$ cat config.mk
export PLATFORM = sky130hd
export DESIGN_NAME = spec_hist_unit
export DESIGN_NICKNAME = d
export VERILOG_FILES = /design/src/rtl/shu_pkg.sv /design/src/rtl/shu_track.sv /design/src/rtl/shu_expand.sv /design/src/rtl/spec_hist_unit.sv
export SDC_FILE = /design/constraint.sdc
export NUM_CORES = 1
export LEC_CHECK = 0
export BUFFER_PORTS_ARGS = -buffer_cell sky130_fd_sc_hd__buf_2
export CORE_UTILIZATION = 45
export DETAILED_ROUTE_END_ITERATION = 8
export PLACE_DENSITY_LB_ADDON = 0.05
export SLEW_MARGIN = 20
export SYNTH_ARGS = -nofsm -noshare
export SYNTH_HDL_FRONTEND = slang
export SYNTH_SLANG_ARGS = --single-unit
$ cat constraint.sdc
create_clock -name clk -period 2.2 [get_ports clk]
set_input_delay 0.11 -clock clk [delete_from_list [all_inputs] [get_ports clk]]
set_output_delay 0.11 -clock clk [all_outputs]
set_load 0.005 [all_outputs]
$ cat src/rtl/shu_pkg.sv
package shu_pkg;
   typedef enum logic [1:0] {
      UPD_HOLD  = 2'd0,
      UPD_SPEC  = 2'd1,
      UPD_FLUSH = 2'd2
   } upd_e;
endpackage

$ cat src/rtl/shu_track.sv
module shu_track
   import shu_pkg::*;
#(
   parameter int W = 40
) (
   input  logic         clk,
   input  logic         rst_n,
   input  logic         spec_v,
   input  logic         spec_b,
   input  logic         cmt_v,
   input  logic         cmt_b,
   input  logic         flush,
   input  logic         fix_b,
   output logic [W-1:0] spec_q
);
   logic [W-1:0] cmt_q, cmt_d, spec_d;
   upd_e         kind;

   always_comb begin
      cmt_d = cmt_v ? {cmt_q[W-2:0], cmt_b} : cmt_q;
      if (flush)       kind = UPD_FLUSH;
      else if (spec_v) kind = UPD_SPEC;
      else             kind = UPD_HOLD;
      case (kind)
         UPD_FLUSH: spec_d = {cmt_d[W-2:0], fix_b};
         UPD_SPEC:  spec_d = {spec_q[W-2:0], spec_b};
         default:   spec_d = spec_q;
      endcase
   end

   always_ff @(posedge clk or negedge rst_n) begin
      if (!rst_n) begin
         cmt_q  <= '0;
         spec_q <= '0;
      end else begin
         cmt_q  <= cmt_d;
         spec_q <= spec_d;
      end
   end
endmodule

$ cat src/rtl/shu_expand.sv
module shu_expand #(
   parameter int HIST_W   = 40,
   parameter int VEC_W    = 128,
   parameter int RECENT_W = 16,
   parameter int COPIES   = 4
) (
   input  logic [HIST_W-1:0] hist,
   output logic [VEC_W-1:0]  vec
);
   localparam int REP_END = RECENT_W * COPIES;

   for (genvar i = 0; i < VEC_W; i++) begin : g_pos
      localparam int IDX = (i < REP_END) ? (i % RECENT_W) : ((i - REP_END) % HIST_W);
      assign vec[i] = hist[IDX];
   end
endmodule

$ cat src/rtl/spec_hist_unit.sv
module spec_hist_unit #(
   parameter int HIST_W        = 40,
   parameter int VEC_W         = 128,
   parameter int PATH_W        = 128,
   parameter int RECENT_W      = 16,
   parameter int RECENT_COPIES = 4
) (
   input  logic              clk,
   input  logic              rst_n,
   input  logic              pred_valid,
   input  logic              pred_taken,
   input  logic              pred_addr_bit,
   input  logic              commit_valid,
   input  logic              commit_taken,
   input  logic              commit_addr_bit,
   input  logic              flush,
   input  logic              flush_taken,
   input  logic              flush_addr_bit,
   output logic [VEC_W-1:0]  hist_vec,
   output logic [PATH_W-1:0] path_vec
);
   if (HIST_W < 2 || PATH_W < 2) begin : g_bad_width
      $error("history and path widths must be at least 2");
   end
   if (RECENT_W > HIST_W) begin : g_bad_recent
      $error("recent window exceeds history width");
   end
   if (RECENT_W * RECENT_COPIES > VEC_W) begin : g_bad_copies
      $error("repeated recent bits exceed vector width");
   end

   logic [HIST_W-1:0] spec_hist;

   shu_track #(.W(HIST_W)) u_hist (
      .clk(clk), .rst_n(rst_n),
      .spec_v(pred_valid), .spec_b(pred_taken),
      .cmt_v(commit_valid), .cmt_b(commit_taken),
      .flush(flush), .fix_b(flush_taken),
      .spec_q(spec_hist)
   );

   shu_track #(.W(PATH_W)) u_path (
      .clk(clk), .rst_n(rst_n),
      .spec_v(pred_valid), .spec_b(pred_addr_bit),
      .cmt_v(commit_valid), .cmt_b(commit_addr_bit),
      .flush(flush), .fix_b(flush_addr_bit),
      .spec_q(path_vec)
   );

   shu_expand #(
      .HIST_W(HIST_W), .VEC_W(VEC_W),
      .RECENT_W(RECENT_W), .COPIES(RECENT_COPIES)
   ) u_exp (
      .hist(spec_hist),
      .vec(hist_vec)
   );
endmodule

==> results.ini, run 1 <==
[logic_synthesis]
synth_edf_count=0
synthMuxAreaShare_pct=37.8
post-synth-top-area-cell=dfrtp_1
synth_adder_area_share_pct=0
syn_area_per_cell_um2=15.6
yosysWarnings=0
yosys.cell_count.top_type=dfrtp_1
ys_top_cells_by_area=dfrtp_1 55%, mux2_2 20%, mux2_1 14%
syn_nets=993
yosys-top-cells-count=334 x dfrtp_1, 273 x mux2_2, 185 x mux2_1
synth_top_family_by_area=multiplexers
yosys_register_bits=334
async_flop_share_pct=100
synth_top_cell_area_share_pct=54.7
syn_inst=982
synthesis.area_mm2=0.0153
synth_cell_types=11
synth-xor-area-share_pct=0
yosys.area_share.simple_pct=0.0491
synth-compound-area-share_pct=0.0655
ys_seq_area_share_pct=54.7
synth_flop_cell=dfrtp_1

[cts]
h-tree-depth=2
cts_resized=0
cts_made_buffers=37
insertion_delay_ns=0.51
tritoncts=built
ctsHoldBuffers=7
clockBufferDepth=3
clk_pin_slew_ns=0.06
clkSinkCount=334
post_cts_buffers=0
cts-root-buf=clkbuf_16

[sta]
setup_viol=0
final.setup.tns_ns=0
min_period_ns=1.36
rsz0062_at_grt=no
whs_ns=0.149
relSlewSlack_pct=59.7
period_share_pct=61.7
slew_violations=0
clock-skew-final_ns=0.00981
max_freq_ghz=0.736
worst_pin_slew_ns=0.605
hold_viol=0

[final_layout]
fin_cells=1650
drive_gt1_share_pct=54.9
multi_input_area_mm2=0.00580
nFillCells=2824
n_antenna_cell=0
regArea_mm2=0.00836
fin_nets=1188
area_growth_pct=16.4

[critical_path]
required_ns=2.59
crit_type=reg -> reg
cp.arrival_ns=1.75
rrSetupSlack_ns=0.84
critPathSlowestCell=dlygate4sd3_1
rr_worst_depth=3
crit_fanout=8
regToRegStartpoint=u_hist.spec_q[0]
slowest_delay_ns=0.56
crit_chain=mux2i_1 -> o21ai_0 -> dlygate4sd3_1
path_delay_family=buffers and inverters
path_buf_inv=1
cp.depth=3
critPathCaptureType=flop
r2r-end=u_hist.spec_q[0]
start_kind=flop

[routing]
drt_iter0_drc=183
drt-total-wl_um=28400
drc=0
wl_per_cell_um=17.2
vias=8131
route.antenna.remaining_nets=0
drt-pass1-iter-count=4
vias_per_cell=4.93

[global_routing]
grt_start_max_net_pins=68
grt_pass1_wl_um=45700
antenna_found_initial=0
gr-usage-all-layers_pct=16.7
grt_overflow_total=0
grt_pass1_vias=8397

[pwr]
power_density_mw_per_mm2=961
vdd_drop_max_mv=0.610
power.total_mw=17.1
p_leak_nw=9.40

[floorplanning]
die_w_um=186
placement_rows=67
initial_utilization_pct=45.7
coreArea_mm2=0.0334
fp.dieArea_mm2=0.0347
pin_count=267
dieHeight_um=186

[place]
dp.final_hpwl_um=18700
portBuffers=266
globalplace.congestion=0.700
dp_cells=1579

[status]
status=completed

[job]
maxCapViolCount=0

[hold_path]
hold_path_class=in -> async

[worst max path at each step]
stage                     start                  to  slack (ns)
2_1_floorplan             flush  u_path.spec_q[100]        1.03
3_3_place_gp       commit_valid    u_hist.spec_q[1]        0.56
3_5_place_dp       commit_valid    u_hist.spec_q[2]        0.56
4_1_cts        u_hist.spec_q[0]    u_hist.spec_q[0]        0.86
5_1_grt        u_hist.spec_q[0]    u_hist.spec_q[0]        0.73
6_report       u_hist.spec_q[0]    u_hist.spec_q[0]        0.84
[where the power goes]
group          switching (mW)  total (mW)  internal, mW
Clock                    2.36        6.00          3.64
Combinational            1.37        3.26          1.89
Sequential              0.723        7.82          7.09
[per-layer routing]
layer / wire length [µm] / track usage, % / vias up
met1: 12900 / 22.7 / 4081
met3: 1680 / 3.87 / 40
met5: 0 / 0 / -
met4: 556 / 4.66 / 0
met2: 13300 / 27.0 / 204
li1: - / - / 3806
[state kept, by name, summed over array words and instances (netlist names)]
register	flops
u_path.spec_q	128
u_path.cmt_q	127
u_hist.spec_q	40
u_hist.cmt_q	39
[layout by cell type, fill, tap and decap left out, drive strengths merged]
master	netlist	routed
o21ai	2	2
clkinv	0	7
inv	0	1
bufinv	0	2
nand2	2	2
clkbuf	8	55
dfrtp	334	334
dlygate4sd3	0	7
mux2	498	498
buf	136	292
mux2i	2	2
[metrics by stage]
stage / worst slack, ns / area, µm² / utilization (%)
CTS: 0.856 / 17800 / 53.1
global route: 0.732 / 17800 / 53.1
global placement: 0.562 / 16500 / 49.4
detailed placement: 0.556 / 16500 / 49.4
finish: 0.842 / 17800 / 53.1
floorplan: 1.03 / 15300 / -
[cells by family after synthesis]
logic type / after synthesis
mux: 500
compound gates: 2
buf+inv: 144
flops: 334
simple gates: 2
[worst register-to-register path: cells and delay by family (launching register included)]
family	cells	cell delay (ns)
buffers and inverters	1	0.56
DFF	1	0.45
muxes	1	0.15
AOI/OAI and AO/OA	1	0.08
[layout make-up]
cell class,count,area share (%)
multi-input cells,504,32.6
repair buffers,300,10.5
clock buffers,54,6.09
flip-flops and latches,334,47.0
clock inverters,10,0.584
well taps,448,3.15
No activity file was read; power rests on OpenSTA's default activity.
==> run 2: changes to the inputs <==
Settings changed: ABC_AREA set to 1.
Clock period 2.2 ns to 1.41 ns, I/O delays scaled along.
==> run 2 against run 1 <==
- power increased by 47%
- synthesized cell count increased by 120%
- fmax grew 5.3%
- synthesized area up 10%
==> results.ini, run 2 <==
[place]
dp_slack_ns=0.275  ; -0.280 ns
portBuffers=266  ; unchanged
dpl_cell_area_mm2=0.0182  ; +10%
globalplace.congestion=0.758  ; +8.3%
dp.final_hpwl_um=26000  ; +39%

[routing]
routed.top_layer=met4
drc=0  ; unchanged
drt-pass1-iter-count=5  ; +1
wl_met3_um=1770  ; +5.2%
routed-wl-met2_um=19000  ; +43%
route.antenna.remaining_nets=0  ; unchanged
wl_met1_um=18700  ; +45%
drt_iter0_drc=591  ; +220%
vias_per_cell=4.74  ; -3.9%
wl_per_cell_um=14.1  ; -18%
drt-total-wl_um=40300  ; +42%
vias=13578  ; +67%

[cts]
h-tree-depth=2  ; unchanged
insertion_delay_ns=0.53  ; +0.02 ns
post_cts_buffers=0  ; unchanged
clkSinkCount=334  ; unchanged
clk_pin_slew_ns=0.06  ; about the same
cts-root-buf=clkbuf_16
tritoncts=built
cts_made_buffers=40  ; +8.1%
clockBufferDepth=3  ; unchanged

[sta]
hold_viol=0  ; unchanged
rsz0062_at_grt=no
max_freq_ghz=0.775  ; +5.3%
relSlewSlack_pct=63.0  ; +3.4 points
clock-skew-final_ns=0.0220  ; +0.0122 ns
min_period_ns=1.29  ; -0.0684 ns
whs_ns=0.0945  ; -0.0545 ns
fin_ws_ns=0.120  ; -0.722 ns
final.setup.tns_ns=0  ; unchanged
slew_violations=0  ; unchanged
period_share_pct=91.5  ; +30 points
worst_pin_slew_ns=0.553  ; -0.0525 ns
setup_viol=0  ; unchanged

[logic_synthesis]
yosys_register_bits=334  ; unchanged
synth_cell_types=13  ; +2
yosysWarnings=0  ; unchanged
ys_top_cells_by_area=dfrtp_1 50%, nand2_1 19%, nand3_1 10%
synth_edf_count=0  ; unchanged
syn_area_per_cell_um2=7.61  ; -51%
ys_seq_area_share_pct=49.8  ; -5.0 points
synth_top_cell_area_share_pct=49.8  ; -5.0 points
post-synth-top-area-cell=dfrtp_1
synth_flop_cell=dfrtp_1
synthesis.area_mm2=0.0168  ; +10%
syn_inst=2208  ; +120%
yosys-top-cells-count=836 x nand2_1, 335 x inv_1, 334 x dfrtp_1, 334 x nand3_1, 166 x and2_1
async_flop_share_pct=100  ; unchanged
syn_nets=2219  ; +120%
yosys.cell_count.top_type=nand2_1

[final_layout]
n_antenna_cell=0  ; unchanged
fin_nets=2386  ; +100%
nFillCells=3562  ; +26%
final_util_pct=53.5  ; +0.41 points
layout_common_cells=836 x nand2_1, 335 x inv_1, 334 x nand3_1, 334 x dfrtp_1, 262 x buf_2
final_cell_area_mm2=0.0197  ; +11%
final_common_cell=nand2_1
drive_gt1_share_pct=15.8  ; -39 points
area_growth_pct=17.0
regMostFlops=u_path.spec_q
reg.largest.list=u_path.spec_q (128), u_path.cmt_q (127), u_hist.spec_q (40)
largest_register_ffs=128  ; unchanged

[global_routing]
grt_start_max_net_pins=89  ; +31%
antenna_found_initial=0  ; unchanged
grt_pass1_vias=13213  ; +57%
grt_overflow_total=0  ; unchanged
gr-usage-all-layers_pct=21.7  ; +5.0 points
grt_pass1_wl_um=67800  ; +48%

[pwr]
p_leak_nw=10.5  ; +12%
seq_power_share_pct=43.7  ; -2.1 points
power.internal_mw=18.5  ; +46%
power_density_mw_per_mm2=1280  ; +33%
pwr-share-comb_pct=14.4  ; -4.7 points
power.switching_mw=6.68  ; +50%
vdd_drop_max_mv=1.08  ; +77%
power_frac_clock_pct=41.9  ; +6.8 points
swShare_pct=26.6  ; +0.54 points

[floorplanning]
dieHeight_um=195  ; +4.8%
coreArea_mm2=0.0367  ; +9.7%
fp.dieArea_mm2=0.0381  ; +9.9%
placement_rows=70  ; +4.5%
pin_count=267  ; unchanged
initial_utilization_pct=45.8  ; +0.11 points
die_w_um=195  ; +4.8%

[critical_path]
rr_worst_depth=3  ; unchanged
regToRegStartpoint=u_hist.spec_q[0]
crit_fanout=8  ; unchanged
cp.arrival_ns=1.71  ; -0.04 ns
crit_type=reg -> reg
rrSetupSlack_ns=0.12  ; -0.72 ns
slowest_delay_ns=0.56  ; about the same
r2r-end=u_hist.spec_q[0]
crit_chain=nand2_1 -> nand3_1 -> dlygate4sd3_1
start_kind=flop
path_delay_family=buffers and inverters
critPathSlowestCell=dlygate4sd3_1
critPathCaptureType=flop
path_buf_inv=1  ; unchanged
required_ns=1.83  ; -0.76 ns

[hold_path]
hold_path_end=u_path.spec_q[123]
hold_path_class=in -> reg
holdPathStages=6
worstHoldStart=flush

[job]
maxCapViolCount=0  ; unchanged

[status]
status=completed

[run 2: what timing repair did]
action / in CTS / in global routing
endpoints found under the hold margin: 361 / 0
hold buffers: 10 / 0
gates resized for setup: 0 / 0
[run 2: power groups by stage]
| stage | registers (mW) | clock network, mW | logic, mW |
|---|---|---|---|
| after detailed placement | 11.2 | 0 | 3.65 |
| after global routing | 11.1 | 11.2 | 4.16 |
| after global placement | 11.1 | 0 | 3.63 |
| after floorplan | 11.0 | 0 | 2.41 |
| after CTS | 11.0 | 10.8 | 3.70 |
| final | 11.0 | 10.5 | 3.62 |
[run 2: layout make-up]
| cell class | instances | area (µm²) | share of cell area (%) |
|---|---|---|---|
| flip-flops and latches | 334 | 8360 | 42.5 |
| multi-input cells | 1338 | 5870 | 29.9 |
| repair buffers | 324 | 2220 | 11.3 |
| inverters | 337 | 1270 | 6.49 |
| clock buffers | 52 | 1140 | 5.79 |
| well taps | 468 | 586 | 2.98 |
| clock inverters | 14 | 201 | 1.03 |
[run 2: logic make-up (layout without fill, tap and decap cells)]
logic type,Yosys count,in the layout,share of synthesized area (%)
buf+inv,536,727,15.3
simple gates,1338,1338,35.0
flops,334,334,49.8
[run 2: per-stage QoR]
| step | std cells | total power, mW |
|---|---|---|
| after floorplan | 2208 | 13.5 |
| after global placement | 2791 | 14.8 |
| after detailed placement | 2791 | 14.8 |
| after CTS | 2867 | 25.5 |
| after global routing | 2867 | 26.4 |
| final | 2867 | 25.1 |
[run 2: per-layer routing]
layer / vias up / GRT usage (%)
met2: 280 / 36.0
met1: 6385 / 29.7
met5: - / 0
met4: 0 / 5.34
li1: 6859 / -
met3: 54 / 3.61
[run 2: worst reg2reg max path: stages (launching register included)]
cell and delay (ns):
dfrtp_1 0.45, nand2_1 0.10, nand3_1 0.07, dlygate4sd3_1 0.56
[run 2: how the worst max path moves through the flow]
stage | start | end | slack (ns) | depth (start not counted)
after detailed placement | flush | u_hist.spec_q[10] | 0.28 | 7
after CTS | u_hist.spec_q[0] | u_hist.spec_q[0] | 0.12 | 3
after global routing | u_hist.spec_q[0] | u_hist.spec_q[0] | 0.06 | 3
final | u_hist.spec_q[0] | u_hist.spec_q[0] | 0.12 | 3
after floorplan | commit_valid | u_hist.cmt_q[22] | 0.52 | 6
after global placement | flush | u_hist.spec_q[37] | 0.30 | 7
==> run 3: changes to the inputs <==
Settings changed: CORE_ASPECT_RATIO set to 1.2, SLEW_MARGIN 20 to unset.
Clock period 1.41 ns to 1.5 ns, I/O delays scaled along.
==> run 3 against run 2 <==
- first-iteration DRC count grew 27%
- power is 9.4% lower
- via count decreased by 0.41%
- die area barely moved
- non-clock buffer count down 6
- critical path depth stayed put
- critical path type unchanged
- utilization fell by 0.82 points
- final cell count is essentially flat
- sequential power shrank 6%
- clock-buffer cell count grew 8
- register-to-register slack improved by 0.07 ns
==> results.ini, run 3 (synthesis results as in run 2) <==
[status]
status=completed

[sta]
clock-skew-final_ns=0.00809  ; -0.0139 ns
max_freq_ghz=0.761  ; -1.8%
worst_pin_slew_ns=0.448  ; -0.105 ns
setup_viol=0  ; unchanged
final.setup.tns_ns=0  ; unchanged
rsz0062_at_grt=no
whs_ns=0.0533  ; -0.0411 ns
hold_viol=0  ; unchanged
period_share_pct=87.6  ; -3.9 points
relSlewSlack_pct=70.2  ; +7.1 points
slew_violations=0  ; unchanged
min_period_ns=1.31  ; +0.0241 ns

[floorplanning]
fp.dieArea_mm2=0.0381  ; about the same
coreArea_mm2=0.0368  ; +0.29%
dieHeight_um=214  ; +9.4%
pin_count=267  ; unchanged
initial_utilization_pct=45.6  ; -0.13 points
placement_rows=77  ; +10%
die_w_um=178  ; -8.6%

[global_routing]
grt_start_max_net_pins=89  ; unchanged
gr-usage-all-layers_pct=21.2  ; -0.54 points
grt_pass1_wl_um=64800  ; -4.4%
antenna_found_initial=0  ; unchanged
grt_pass1_vias=12828  ; -2.9%
grt_overflow_total=0  ; unchanged

[critical_path]
crit_fanout=8  ; unchanged
rrSetupSlack_ns=0.19  ; +0.07 ns
rr_worst_depth=3  ; unchanged
cp.arrival_ns=1.71  ; about the same
cp.depth=3  ; unchanged
crit_type=reg -> reg
start_kind=flop
critPathSlowestCell=dlygate4sd3_1
path_buf_inv=1  ; unchanged
path_delay_family=buffers and inverters
critPathCaptureType=flop
slowest_delay_ns=0.57  ; about the same
crit_chain=nand2_1 -> nand3_1 -> dlygate4sd3_1
required_ns=1.89  ; +0.06 ns
regToRegStartpoint=u_hist.spec_q[0]
r2r-end=u_hist.spec_q[0]

[place]
globalplace.congestion=0.751  ; -0.86%
dpl_cell_area_mm2=0.0181  ; -0.54%
portBuffers=266  ; unchanged
dp_cells=2793  ; +0.072%
dp.final_hpwl_um=24700  ; -4.9%

[final_layout]
nFillCells=3650  ; +2.5%
drive_gt1_share_pct=15.3  ; -0.45 points
n_antenna_cell=0  ; unchanged
reg.largest.list=u_path.spec_q (128), u_path.cmt_q (127), u_hist.spec_q (40)
fin_cells=2865  ; -0.070%
regMostFlops=u_path.spec_q
area_growth_pct=15.5
fin_nets=2377  ; -0.38%
layout_common_cells=836 x nand2_1, 335 x inv_1, 334 x nand3_1, 334 x dfrtp_1, 262 x buf_2
final_cell_area_mm2=0.0194  ; -1.2%
largest_register_ffs=128  ; unchanged
final_common_cell=nand2_1
final_util_pct=52.7  ; -0.82 points

[job]
maxCapViolCount=0  ; unchanged

[cts]
cts-root-buf=clkbuf_16
tritoncts=built
clk_pin_slew_ns=0.06  ; about the same
insertion_delay_ns=0.52  ; about the same
cts_resized=0  ; unchanged
clkSinkCount=334  ; unchanged
clockBufferDepth=3  ; unchanged
h-tree-depth=2  ; unchanged
post_cts_buffers=0  ; unchanged
cts_made_buffers=37  ; -7.5%

[routing]
drc=0  ; unchanged
drt-pass1-iter-count=4  ; -1
routed.top_layer=met4
drt-total-wl_um=39400  ; -2.2%
vias_per_cell=4.72  ; -0.34%
wl_met1_um=18000  ; -3.6%
drt_iter0_drc=753  ; +27%
routed-wl-met2_um=18700  ; -1.5%
vias=13522  ; -0.41%
route.antenna.remaining_nets=0  ; unchanged
wl_met3_um=1940  ; +9.5%
wl_per_cell_um=13.8  ; -2.1%

[pwr]
power_density_mw_per_mm2=1170  ; -8.2%
power.switching_mw=6.11  ; -8.6%
seq_power_share_pct=45.3  ; +1.6 points
vdd_drop_max_mv=0.732  ; -32%
pwr-share-comb_pct=14.6  ; +0.2 points
power.internal_mw=16.7  ; -9.7%
power_frac_clock_pct=40.1  ; -1.8 points
p_leak_nw=10.4  ; -1.2%
swShare_pct=26.8  ; +0.24 points

[hold_path]
holdPathStages=5  ; -1
worstHoldStart=commit_valid
hold_path_end=u_hist.spec_q[7]
hold_path_class=in -> reg

run 3: cell count changes in the layout (fill, tap and decap cells not counted), sizes merged:
cell,previous run,this run
buf,314,310
clkbuf,52,60
clkinvlp,1,0
dlygate4sd3,10,8
bufinv,5,2
clkinv,8,2
run 3: repair_timing:
item / in CTS / in global routing
endpoints found under the hold margin: 272 / 0
hold buffers: 8 / 0
endpoints found under the setup margin: 0 / 0
run 3: metrics by stage:
| stage | worst slack, ns | total power [mW] |
|---|---|---|
| finish | 0.186 | 22.8 |
| global route | 0.112 | 24.1 |
| detailed placement | 0.381 | 13.8 |
| CTS | 0.186 | 23.2 |
| floorplan | 0.610 | 12.7 |
| global placement | 0.393 | 13.8 |
run 3: cell type report:
class	instances	area, µm²	area share (%)
flip-flops and latches	334	8360	43.1
multi-input cells	1338	5870	30.3
repair buffers	318	2100	10.8
inverters	337	1270	6.57
clock buffers	60	1140	5.89
well taps	474	593	3.06
clock inverters	4	70.1	0.361
run 3: how the worst max path moves through the flow:
| stage | start | endpoint | slack [ns] |
|---|---|---|---|
| after global placement | flush | u_path.spec_q[102] | 0.39 |
| after detailed placement | flush | u_path.spec_q[118] | 0.38 |
| final | u_hist.spec_q[0] | u_hist.spec_q[0] | 0.19 |
| after CTS | u_hist.spec_q[4] | hist_vec[68] | 0.19 |
| after global routing | u_hist.spec_q[0] | u_hist.spec_q[0] | 0.11 |
| after floorplan | commit_valid | u_hist.cmt_q[22] | 0.61 |
run 3: power groups by stage:
| stage | Sequential [mW] | Combinational (mW) | Clock [mW] |
|---|---|---|---|
| after floorplan | 10.4 | 2.27 | 0 |
| after global placement | 10.5 | 3.34 | 0 |
| after detailed placement | 10.5 | 3.36 | 0 |
| after CTS | 10.3 | 3.40 | 9.43 |
| after global routing | 10.4 | 3.87 | 9.75 |
| final | 10.3 | 3.32 | 9.14 |
run 3: layer usage:
metal / up-vias / track usage [%]
met3: 44 / 3.71
met5: - / 0
li1: 6824 / -
met1: 6371 / 28.6
met2: 283 / 35.3
met4: 0 / 5.23
run 3: worst register-to-register path: cells and delay by family, from the launching register on:
kind	cells	cell delay, ns
buffers and inverters	1	0.57
flip-flops	1	0.45
AND/OR/NAND/NOR	2	0.17
